===== src/rtl/gpio_irq_pkg.sv =====
package gpio_irq_pkg;
    parameter int unsigned PIN_W       = 16;
    parameter int unsigned DEB_W       = 9;
    parameter int unsigned SYNC_STAGES = 2;
    parameter int unsigned ADDR_W      = 6;
    localparam int unsigned IDX_W      = $clog2(PIN_W);
    localparam int unsigned EVT_W      = IDX_W + 1;
    localparam int unsigned WIDX_W     = ADDR_W - 2;

    typedef enum logic [WIDX_W-1:0] {
        WI_LEVEL = 4'd0,
        WI_OUT   = 4'd1,
        WI_DIR   = 4'd2,
        WI_EVT   = 4'd6,
        WI_EDGE  = 4'd7,
        WI_PEND  = 4'd9,
        WI_MASK  = 4'd11,
        WI_DEB   = 4'd12,
        WI_CAP   = 4'd13
    } word_idx_e;

    typedef struct packed {
        logic [PIN_W-1:0] outv;
        logic [PIN_W-1:0] dir;
        logic [EVT_W-1:0] evt;
        logic [PIN_W-1:0] pol;
        logic [PIN_W-1:0] mask;
        logic [DEB_W-1:0] deb;
        logic [PIN_W-1:0] pend;
        logic [PIN_W-1:0] cap;
    } regs_t;
endpackage


===== src/rtl/gpio_sync.sv =====
module gpio_sync #(
    parameter int unsigned W      = 16,
    parameter int unsigned STAGES = 2
) (
    input  logic         clk,
    input  logic         rst_n,
    input  logic [W-1:0] d,
    output logic [W-1:0] q
);
    logic [STAGES-1:0][W-1:0] stg_q;

    generate
        if (STAGES == 1) begin : g_one
            always_ff @(posedge clk or negedge rst_n) begin
                if (!rst_n) stg_q <= '0;
                else        stg_q <= d;
            end
        end else begin : g_many
            always_ff @(posedge clk or negedge rst_n) begin
                if (!rst_n) stg_q <= '0;
                else        stg_q <= {stg_q[STAGES-2:0], d};
            end
        end
    endgenerate

    assign q = stg_q[STAGES-1];
endmodule


===== src/rtl/gpio_edge_detect.sv =====
module gpio_edge_detect #(
    parameter int unsigned W = 16
) (
    input  logic         clk,
    input  logic         rst_n,
    input  logic         en,
    input  logic [W-1:0] lvl,
    input  logic [W-1:0] dir,
    input  logic [W-1:0] mask,
    input  logic [W-1:0] pol,
    output logic [W-1:0] hit,
    output logic [W-1:0] chg
);
    logic [W-1:0] prev_d, prev_q;
    logic [W-1:0] gate, rise, fall;

    always_comb begin
        prev_d = lvl;
        gate   = dir & ~mask & {W{en}};
        rise   = lvl & ~prev_q;
        fall   = ~lvl & prev_q;
        hit    = gate & ((pol & rise) | (~pol & fall));
        chg    = gate & (rise | fall);
    end

    always_ff @(posedge clk or negedge rst_n) begin
        if (!rst_n) prev_q <= '0;
        else        prev_q <= prev_d;
    end
endmodule


===== src/rtl/gpio_edge_irq.sv =====
module gpio_edge_irq
    import gpio_irq_pkg::*;
(
    input  logic              clk,
    input  logic              rst_n,
    input  logic              func_clk_en,
    input  logic [PIN_W-1:0]  pin_in,
    output logic [PIN_W-1:0]  pin_out,
    output logic [PIN_W-1:0]  pin_oe,
    input  logic              bus_sel,
    input  logic              bus_wr,
    input  logic [ADDR_W-1:0] bus_addr,
    input  logic [PIN_W-1:0]  bus_wdata,
    output logic [PIN_W-1:0]  bus_rdata,
    output logic              irq
);
    regs_t r_d, r_q;
    logic [PIN_W-1:0]  lvl, hit, chg;
    logic [WIDX_W-1:0] widx;
    logic [IDX_W-1:0]  trig_pin;
    logic acc_wr, acc_rd, pend_rd;

    gpio_sync #(.W(PIN_W), .STAGES(SYNC_STAGES)) u_sync (
        .clk(clk), .rst_n(rst_n), .d(pin_in), .q(lvl)
    );

    gpio_edge_detect #(.W(PIN_W)) u_edge (
        .clk(clk), .rst_n(rst_n), .en(func_clk_en), .lvl(lvl),
        .dir(r_q.dir), .mask(r_q.mask), .pol(r_q.pol),
        .hit(hit), .chg(chg)
    );

    always_comb begin
        widx     = bus_addr[ADDR_W-1:2];
        acc_wr   = bus_sel & bus_wr;
        acc_rd   = bus_sel & ~bus_wr;
        pend_rd  = acc_rd && (widx == WI_PEND);
        trig_pin = r_q.evt[EVT_W-1:1];
        r_d      = r_q;
        if (acc_wr) begin
            case (widx)
                WI_OUT:  r_d.outv = bus_wdata;
                WI_DIR:  r_d.dir  = bus_wdata;
                WI_EVT:  r_d.evt  = bus_wdata[EVT_W-1:0];
                WI_EDGE: r_d.pol  = bus_wdata;
                WI_MASK: r_d.mask = bus_wdata;
                WI_DEB:  r_d.deb  = bus_wdata[DEB_W-1:0];
                default: ;
            endcase
        end
        r_d.pend = (pend_rd ? (r_q.pend & r_q.mask) : r_q.pend) | hit;
        if (r_q.evt[0] && chg[trig_pin]) r_d.cap = lvl;
    end

    always_ff @(posedge clk or negedge rst_n) begin
        if (!rst_n) begin
            r_q     <= '0;
            r_q.dir <= '1;
        end else begin
            r_q <= r_d;
        end
    end

    always_comb begin
        bus_rdata = '0;
        if (acc_rd) begin
            case (widx)
                WI_LEVEL: bus_rdata = lvl;
                WI_OUT:   bus_rdata = r_q.outv;
                WI_DIR:   bus_rdata = r_q.dir;
                WI_EVT:   bus_rdata = PIN_W'(r_q.evt);
                WI_EDGE:  bus_rdata = r_q.pol;
                WI_PEND:  bus_rdata = r_q.pend;
                WI_MASK:  bus_rdata = r_q.mask;
                WI_DEB:   bus_rdata = PIN_W'(r_q.deb);
                WI_CAP:   bus_rdata = r_q.cap;
                default:  bus_rdata = '0;
            endcase
        end
    end

    assign pin_oe  = ~r_q.dir;
    assign pin_out = r_q.outv & ~r_q.dir;
    assign irq     = |r_q.pend;


    pend_clr_chk: assert property (@(posedge clk) disable iff (!rst_n)
        pend_rd |=> ((r_q.pend & ~$past(r_q.mask) & ~$past(hit)) == '0));

    pend_keep_chk: assert property (@(posedge clk) disable iff (!rst_n)
        pend_rd |=> ((r_q.pend & $past(r_q.mask)) == ($past(r_q.pend) & $past(r_q.mask))));

    edge_wins_chk: assert property (@(posedge clk) disable iff (!rst_n)
        (|hit) |=> ((r_q.pend & $past(hit)) == $past(hit)));

    irq_hold_chk: assert property (@(posedge clk) disable iff (!rst_n)
        $fell(irq) |-> $past(pend_rd));

    hit_gate_chk: assert property (@(posedge clk) disable iff (!rst_n)
        ((hit | chg) & (~r_q.dir | r_q.mask)) == '0);

    clk_gate_chk: assert property (@(posedge clk) disable iff (!rst_n)
        !func_clk_en |-> ((hit | chg) == '0));

    evt_wr_chk: assert property (@(posedge clk) disable iff (!rst_n)
        (acc_wr && widx == WI_EVT) |=> (r_q.evt == $past(bus_wdata[EVT_W-1:0])));
endmodule


===== config.mk =====
export PLATFORM = sky130hd
export DESIGN_NAME = gpio_edge_irq
export DESIGN_NICKNAME = d
export VERILOG_FILES = /design/src/rtl/gpio_irq_pkg.sv /design/src/rtl/gpio_sync.sv /design/src/rtl/gpio_edge_detect.sv /design/src/rtl/gpio_edge_irq.sv
export SDC_FILE = /design/constraint.sdc
export NUM_CORES = 1
export LEC_CHECK = 0
export BUFFER_PORTS_ARGS = -buffer_cell sky130_fd_sc_hd__buf_4
export CAP_MARGIN = 20
export CORE_MARGIN = 3
export CORE_UTILIZATION = 55
export CTS_CLUSTER_DIAMETER = 40
export CTS_CLUSTER_SIZE = 30
export DETAILED_ROUTE_END_ITERATION = 8
export PLACE_DENSITY = 0.76
export SETUP_SLACK_MARGIN = 0.15
export SLEW_MARGIN = 20
export SYNTH_ARGS = -nofsm -noshare
export SYNTH_HDL_FRONTEND = slang
export SYNTH_SLANG_ARGS = --single-unit

===== constraint.sdc =====
create_clock -name clk -period 5.65 [get_ports clk]
set_input_delay 0.565 -clock clk [delete_from_list [all_inputs] [get_ports clk]]
set_output_delay 0.565 -clock clk [all_outputs]
set_load 0.005 [all_outputs]

==> impl_metrics.ini, run 1 <==
[status]
outcome = complete, no violations

[global_routing]
grt_pass1_wl_um = 30800
grt_max_degree = 112
overflow = 0
antenna_found_initial = 0
grt_use_total = 0.274
grt_pass1_vias = 5787

[pwr]
max-vdd-ir-drop_mv = 0.307
pwr_density_cell_nw_per_um2 = 371
total_power_mw = 3.28
p_leak_nw = 3.98

[cells_and_area]
layout-drive-gt1-share = 0.332
synthToLayoutAreaGrowth_pct = 18.8
fin_nets = 767
antenna_cells = 0
utilization = 0.684
stdcell_count = 877
design_area_um2 = 8840

[timing]
rsz0062_at_grt = no
fmax_ghz = 0.290
tns_ns = 0
setup_viol = 0
relSlewSlack = 0.303
skew_ns = 0.00802
slew_viol_final = 0
min_period_over_period = 0.610
fin_crit_ns = 3.45
hold_violations = 0
worst_hold_slack_ns = 0.00850
tightest_slew_ns = 1.04
fin_ws_ns = 2.20

[detailed_routing]
drc = 0
vias = 5501
ant_nets = 0
totalWireLength_um = 19500
viasPerCell = 6.27
wl_per_cell_um = 22.2
drt_iter0_markers = 664
drtPass1Iterations = 7

[synthesis]
syn_nets = 682
muxShareOfSynthArea = 0.145
synth_area_leaders = dfrtp_1 48%, mux2_2 10%, dfstp_2 5.7%
synth_compound_area_frac = 0.125
synth.most_common_cell = dfrtp_1
synth_top_family_by_area = multiplexers
ys.warnings.count = 0
synth_edf_count = 0
syn_inst = 607
yosysUniqueCellTypes = 43
avgSynthCellArea_um2 = 12.3
synthXorXnorAreaFrac = 0
ys_seq_area_frac = 0.534
syn_area_um2 = 7440
synth_fa_ha_area_frac = 0.0538
yosys.area_share.simple = 0.0942
synthTopCellsByCount = 142 x dfrtp_1, 68 x mux2_2, 51 x o21ai_0, 50 x inv_1, 32 x ha_1
synth_top_flop_cell = dfrtp_1
yosys_register_bits = 158
yosysTopAreaCellShare = 0.478
yosysTopAreaCell = dfrtp_1
ys_async_sr_fraction = 1.00

[floorplan]
dieArea_um2 = 15000
initial_utilization = 0.575
row_count = 41
io_pins = 92
dieHeight_um = 122
die_x_um = 122
coreArea_um2 = 12900

[place]
dp_hpwl_um = 12300
gp_congestion = 0.853
port_buffers = 89
pre_cts_ws_ns = 2.27
place_area_um2 = 8220
placedCellCount = 844

[setup_path]
criticalPathCategory = in -> out
arrival_ns = 2.88
crit_fanout = 17
required_ns = 5.09
start_kind = primary input
endpoint_kind = primary output

[cts]
cts-buffers-inserted = 17
cts_tree = done
cts-resized-gates = 0
cts_setup_buffers = 0
path_clk_slew_ns = 0.06
clock_tree.root_cell = clkbuf_16
cts-hold-fix-buffers = 0
htreeDepth = 4
insertion_delay_ns = 0.43
cts_buffer_depth = 2
cts_num_sinks = 158

[worst_hold_path]
holdCritPathClass = in -> async

[flow_run]
maxCapViolations = 0
[layout make-up]
type                       count  area, um2
clock inverter                 5       77.6
clock buffer                  27        513
multi-input combinational    367       3110
timing repair buffer          98        759
sequential                   158       3970
tap                          172        215
fill                         952       4090
inverter                      50        188
[placed cells by master, fill, tap and decap left out, drive strengths merged, types with 2 or more instances in the layout]
master and n:
nor2b 21, a211oi 2, and2 2, dfrtp 142, a21oi 5, nor4b 7, nand3b 16, nor2 5
a222oi 16, o21ai 51, inv 50, nor3 4, a221oi 5, o211ai 2, a22oi 26, mux2 78
dfstp 16, mux2i 16, ha 32, bufinv 2, a31oi 12, clkinv 2, nor4bb 5, buf 98
nand4 2, nand2b 2, a22o 5, nor4 5, clkbuf 27, nand2 29, and3 5, o2111a 4
nor3b 5
[logic make-up (layout without fill, tap and decap cells)]
kind of cell | after synthesis | after routing
mux | 94 | 94
compound gates | 133 | 133
fa+ha+maj | 32 | 32
simple gates | 108 | 108
buf+inv | 82 | 180
flops | 158 | 158
[metal layers]
layer  global-route usage  wire [um]
met1                0.345       7720
met2                0.445       9610
met3               0.0682       1480
met4                0.134        668
met5                    0          0
[final timing paths]
path | from | end | slack (ns) | cells past startpoint
setup / recovery | bus_addr[4] | bus_rdata[0] | 2.20 | 7
hold / removal | rst_n | r_q[2] | 0.008 | 1
setup reg to reg | r_q[74] | r_q[14] | 2.81 | 6
hold reg to reg | u_sync.stg_q[0] | u_sync.q[0] | 0.34 | 0
max in group asynchronous | rst_n | u_sync.stg_q[1] | 4.76 | 2
min in group clk | pin_in[13] | u_sync.stg_q[13] | 0.24 | 1
[sequential cells by signal, indices dropped and copies added, names as in the netlist]
register,flops
u_sync.stg_q,16
u_edge.prev_q,16
u_sync.q,16
r_q,110
[worst max-delay path: stages]
cell	delay, ns
buf_4	0.16
nor3b_1	0.55
and2_1	0.87
a222oi_1	0.30
o2111a_1	0.19
nor2_1	0.11
buf_4	0.14
[power by group]
part           switching, mW  leakage, nW  internal [mW]  total [mW]
Sequential             0.221         1.87           1.37        1.59
Clock                  0.430        0.288          0.708        1.14
Combinational          0.225         1.82          0.325       0.550
Total                  0.877         3.98           2.40        3.28
No activity file was read; power rests on OpenSTA's default activity.
==> run 2, diff against run 1 <==
--- a/config.mk
+++ b/config.mk
@@ -8,11 +8,11 @@
 export BUFFER_PORTS_ARGS = -buffer_cell sky130_fd_sc_hd__buf_4
 export CAP_MARGIN = 20
 export CORE_MARGIN = 3
-export CORE_UTILIZATION = 55
+export CORE_UTILIZATION = 53
 export CTS_CLUSTER_DIAMETER = 40
 export CTS_CLUSTER_SIZE = 30
 export DETAILED_ROUTE_END_ITERATION = 8
-export PLACE_DENSITY = 0.76
+export PLACE_DENSITY = 0.77
 export SETUP_SLACK_MARGIN = 0.15
 export SLEW_MARGIN = 20
 export SYNTH_ARGS = -nofsm -noshare
==> constraint.sdc (replaced) <==
create_clock -name clk -period 3 [get_ports clk]
set_input_delay 0.3 -clock clk [delete_from_list [all_inputs] [get_ports clk]]
set_output_delay 0.3 -clock clk [all_outputs]
set_load 0.005 [all_outputs]
==> run 2 against run 1 <==
Against the previous run: clock power grew 91%; combinational power grew 100%; power grew 91%; register-to-register slack lost 2.2 ns; utilization shrank 0.41 points; largest power group unchanged.
==> impl_metrics.ini, run 2 (synthesis gave the netlist of run 1 again) <==
[floorplan]
dieArea_um2 = 15500
initial_utilization = 0.551
die_x_um = 124
coreArea_um2 = 13500
dieHeight_um = 124
io_pins = 92
row_count = 42

[setup_path]
r2r.worst_path.cells = 8
reg2reg_from = u_sync.q[3]
crit_fanout = 8
endpoint_kind = flip-flop
arrival_ns = 2.69
r2r_end = r_q[13]
criticalPathCategory = reg -> reg
start_kind = flip-flop
reg2reg_slack_ns = 0.63
required_ns = 3.32

[cts]
cts-buffers-inserted = 17
cts_buffer_depth = 2
insertion_delay_ns = 0.44
cts_num_sinks = 158
clock_tree.root_cell = clkbuf_16
cts_tree = done
htreeDepth = 4
path_clk_slew_ns = 0.06

[timing]
fmax_ghz = 0.421
min_period_over_period = 0.791
rsz0062_at_grt = no
tns_ns = 0
tightest_slew_ns = 0.747
setup_viol = 0
fin_crit_ns = 2.37
relSlewSlack = 0.501
skew_ns = 0.00979
hold_violations = 0
slew_viol_final = 0

[detailed_routing]
viasPerCell = 6.15
drtPass1Iterations = 6
drc = 0
totalWireLength_um = 20000
ant_nets = 0
vias = 5646
drt_iter0_markers = 677
wl_per_cell_um = 21.8

[pwr]
max-vdd-ir-drop_mv = 0.492
clock_power_share = 0.348
seq_power_share = 0.476
p_sw_mw = 1.70
combPwrFrac = 0.176
swShare = 0.272
internal_power_mw = 4.55
pwr_density_cell_nw_per_um2 = 681
p_leak_nw = 4.15

[place]
placedCellCount = 869
dp_hpwl_um = 13200
port_buffers = 89
gp_congestion = 0.925

[worst_hold_path]
holdCritPathClass = in -> reg
hold_depth = 3
worstHoldStart = bus_wdata[13]
hold_end = r_q[91]

[cells_and_area]
layout-drive-gt1-share = 0.344
synthToLayoutAreaGrowth_pct = 23.4
largest_register_ffs = 110
fin_nets = 804
top_register = r_q
stdcell_count = 918
fill_cells = 976
final_cell_mix = 142 x dfrtp_1, 115 x buf_4, 68 x mux2_2
layout_commonest_cell = dfrtp_1
antenna_cells = 0

[global_routing]
overflow = 0
grt_pass1_vias = 5847
grt_max_degree = 71
grt_use_total = 0.263
antenna_found_initial = 0
grt_pass1_wl_um = 31900

[flow_run]
maxCapViolations = 0

[status]
outcome = complete, no violations
==> run 2: changes by cell type in the layout (fill, tap and decap cells not counted), sizes merged <==
cell         delta
clkbuf          -4
clkinvlp        +4
dlygate4sd3    +17
buf            +20
==> run 2: critical path, stage by stage (launching register included) <==
cell	delay, ns
dfrtp_1	0.42
inv_1	0.07
ha_1	0.28
nor4bb_1	0.33
o21ai_0	0.20
a32oi_1	0.28
o221ai_2	0.13
buf_4	0.22
mux2_4	0.31
==> run 2: final cells by class <==
type / instances / area [um2] / share of cell area
sequential: 158 / 3970 / 0.433
clock buffer: 23 / 498 / 0.0542
multi-input combinational: 367 / 3110 / 0.339
inverter: 50 / 188 / 0.0204
clock inverter: 9 / 108 / 0.0117
timing repair buffer: 135 / 1080 / 0.118
tap: 176 / 220 / 0.0240
==> run 2: worst max-delay path by stage <==
stage / startpoint / end / slack, ns / depth (start not counted)
floorplan: u_sync.q[8] / r_q[10] / 0.89 / 7
global placement: u_sync.q[11] / r_q[14] / 0.73 / 8
detailed placement: u_sync.q[3] / r_q[13] / 0.66 / 8
CTS: u_sync.q[3] / r_q[10] / 0.65 / 8
global route: u_sync.q[3] / r_q[13] / 0.51 / 8
finish: u_sync.q[3] / r_q[13] / 0.63 / 8
==> run 2: metal layers <==
| layer | track usage | vias to the layer above | routed length (um) |
|---|---|---|---|
| met5 | 0 | - | 0 |
| met2 | 0.420 | 303 | 9620 |
| met1 | 0.346 | 2826 | 8230 |
| met4 | 0.106 | 0 | 600 |
| met3 | 0.0630 | 63 | 1530 |
| li1 | - | 2454 | - |
==> run 2: repair_timing <==
action | in CTS | in global routing
gates resized for setup | 0 | 0
buffers inserted | 0 | 0
hold endpoints to repair | 77 | 0
hold buffers | 17 | 0
==> run 2: metrics by stage <==
stage / cell area (um2) / power (mW) / util / hold slack, ns / worst slack (ns)
3_5_place_dp: 8410 / 4.06 / 0.622 / 0.336 / 0.661
5_1_grt: 9180 / 6.53 / 0.680 / 0.106 / 0.512
4_1_cts: 9180 / 6.27 / 0.680 / 0.103 / 0.651
2_1_floorplan: 7440 / 3.55 / - / 0.00441 / 0.889
3_3_place_gp: 8410 / 3.98 / 0.622 / 0.332 / 0.727
6_report: 9180 / 6.25 / 0.680 / 0.113 / 0.626
==> run 2: power by group through the flow <==
stage | combinational (mW) | clock [mW] | sequential, mW
2_1_floorplan | 0.705 | 0 | 2.84
3_3_place_gp | 1.03 | 0 | 2.95
3_5_place_dp | 1.08 | 0 | 2.99
4_1_cts | 1.10 | 2.20 | 2.96
5_1_grt | 1.20 | 2.31 | 3.02
6_report | 1.10 | 2.18 | 2.98
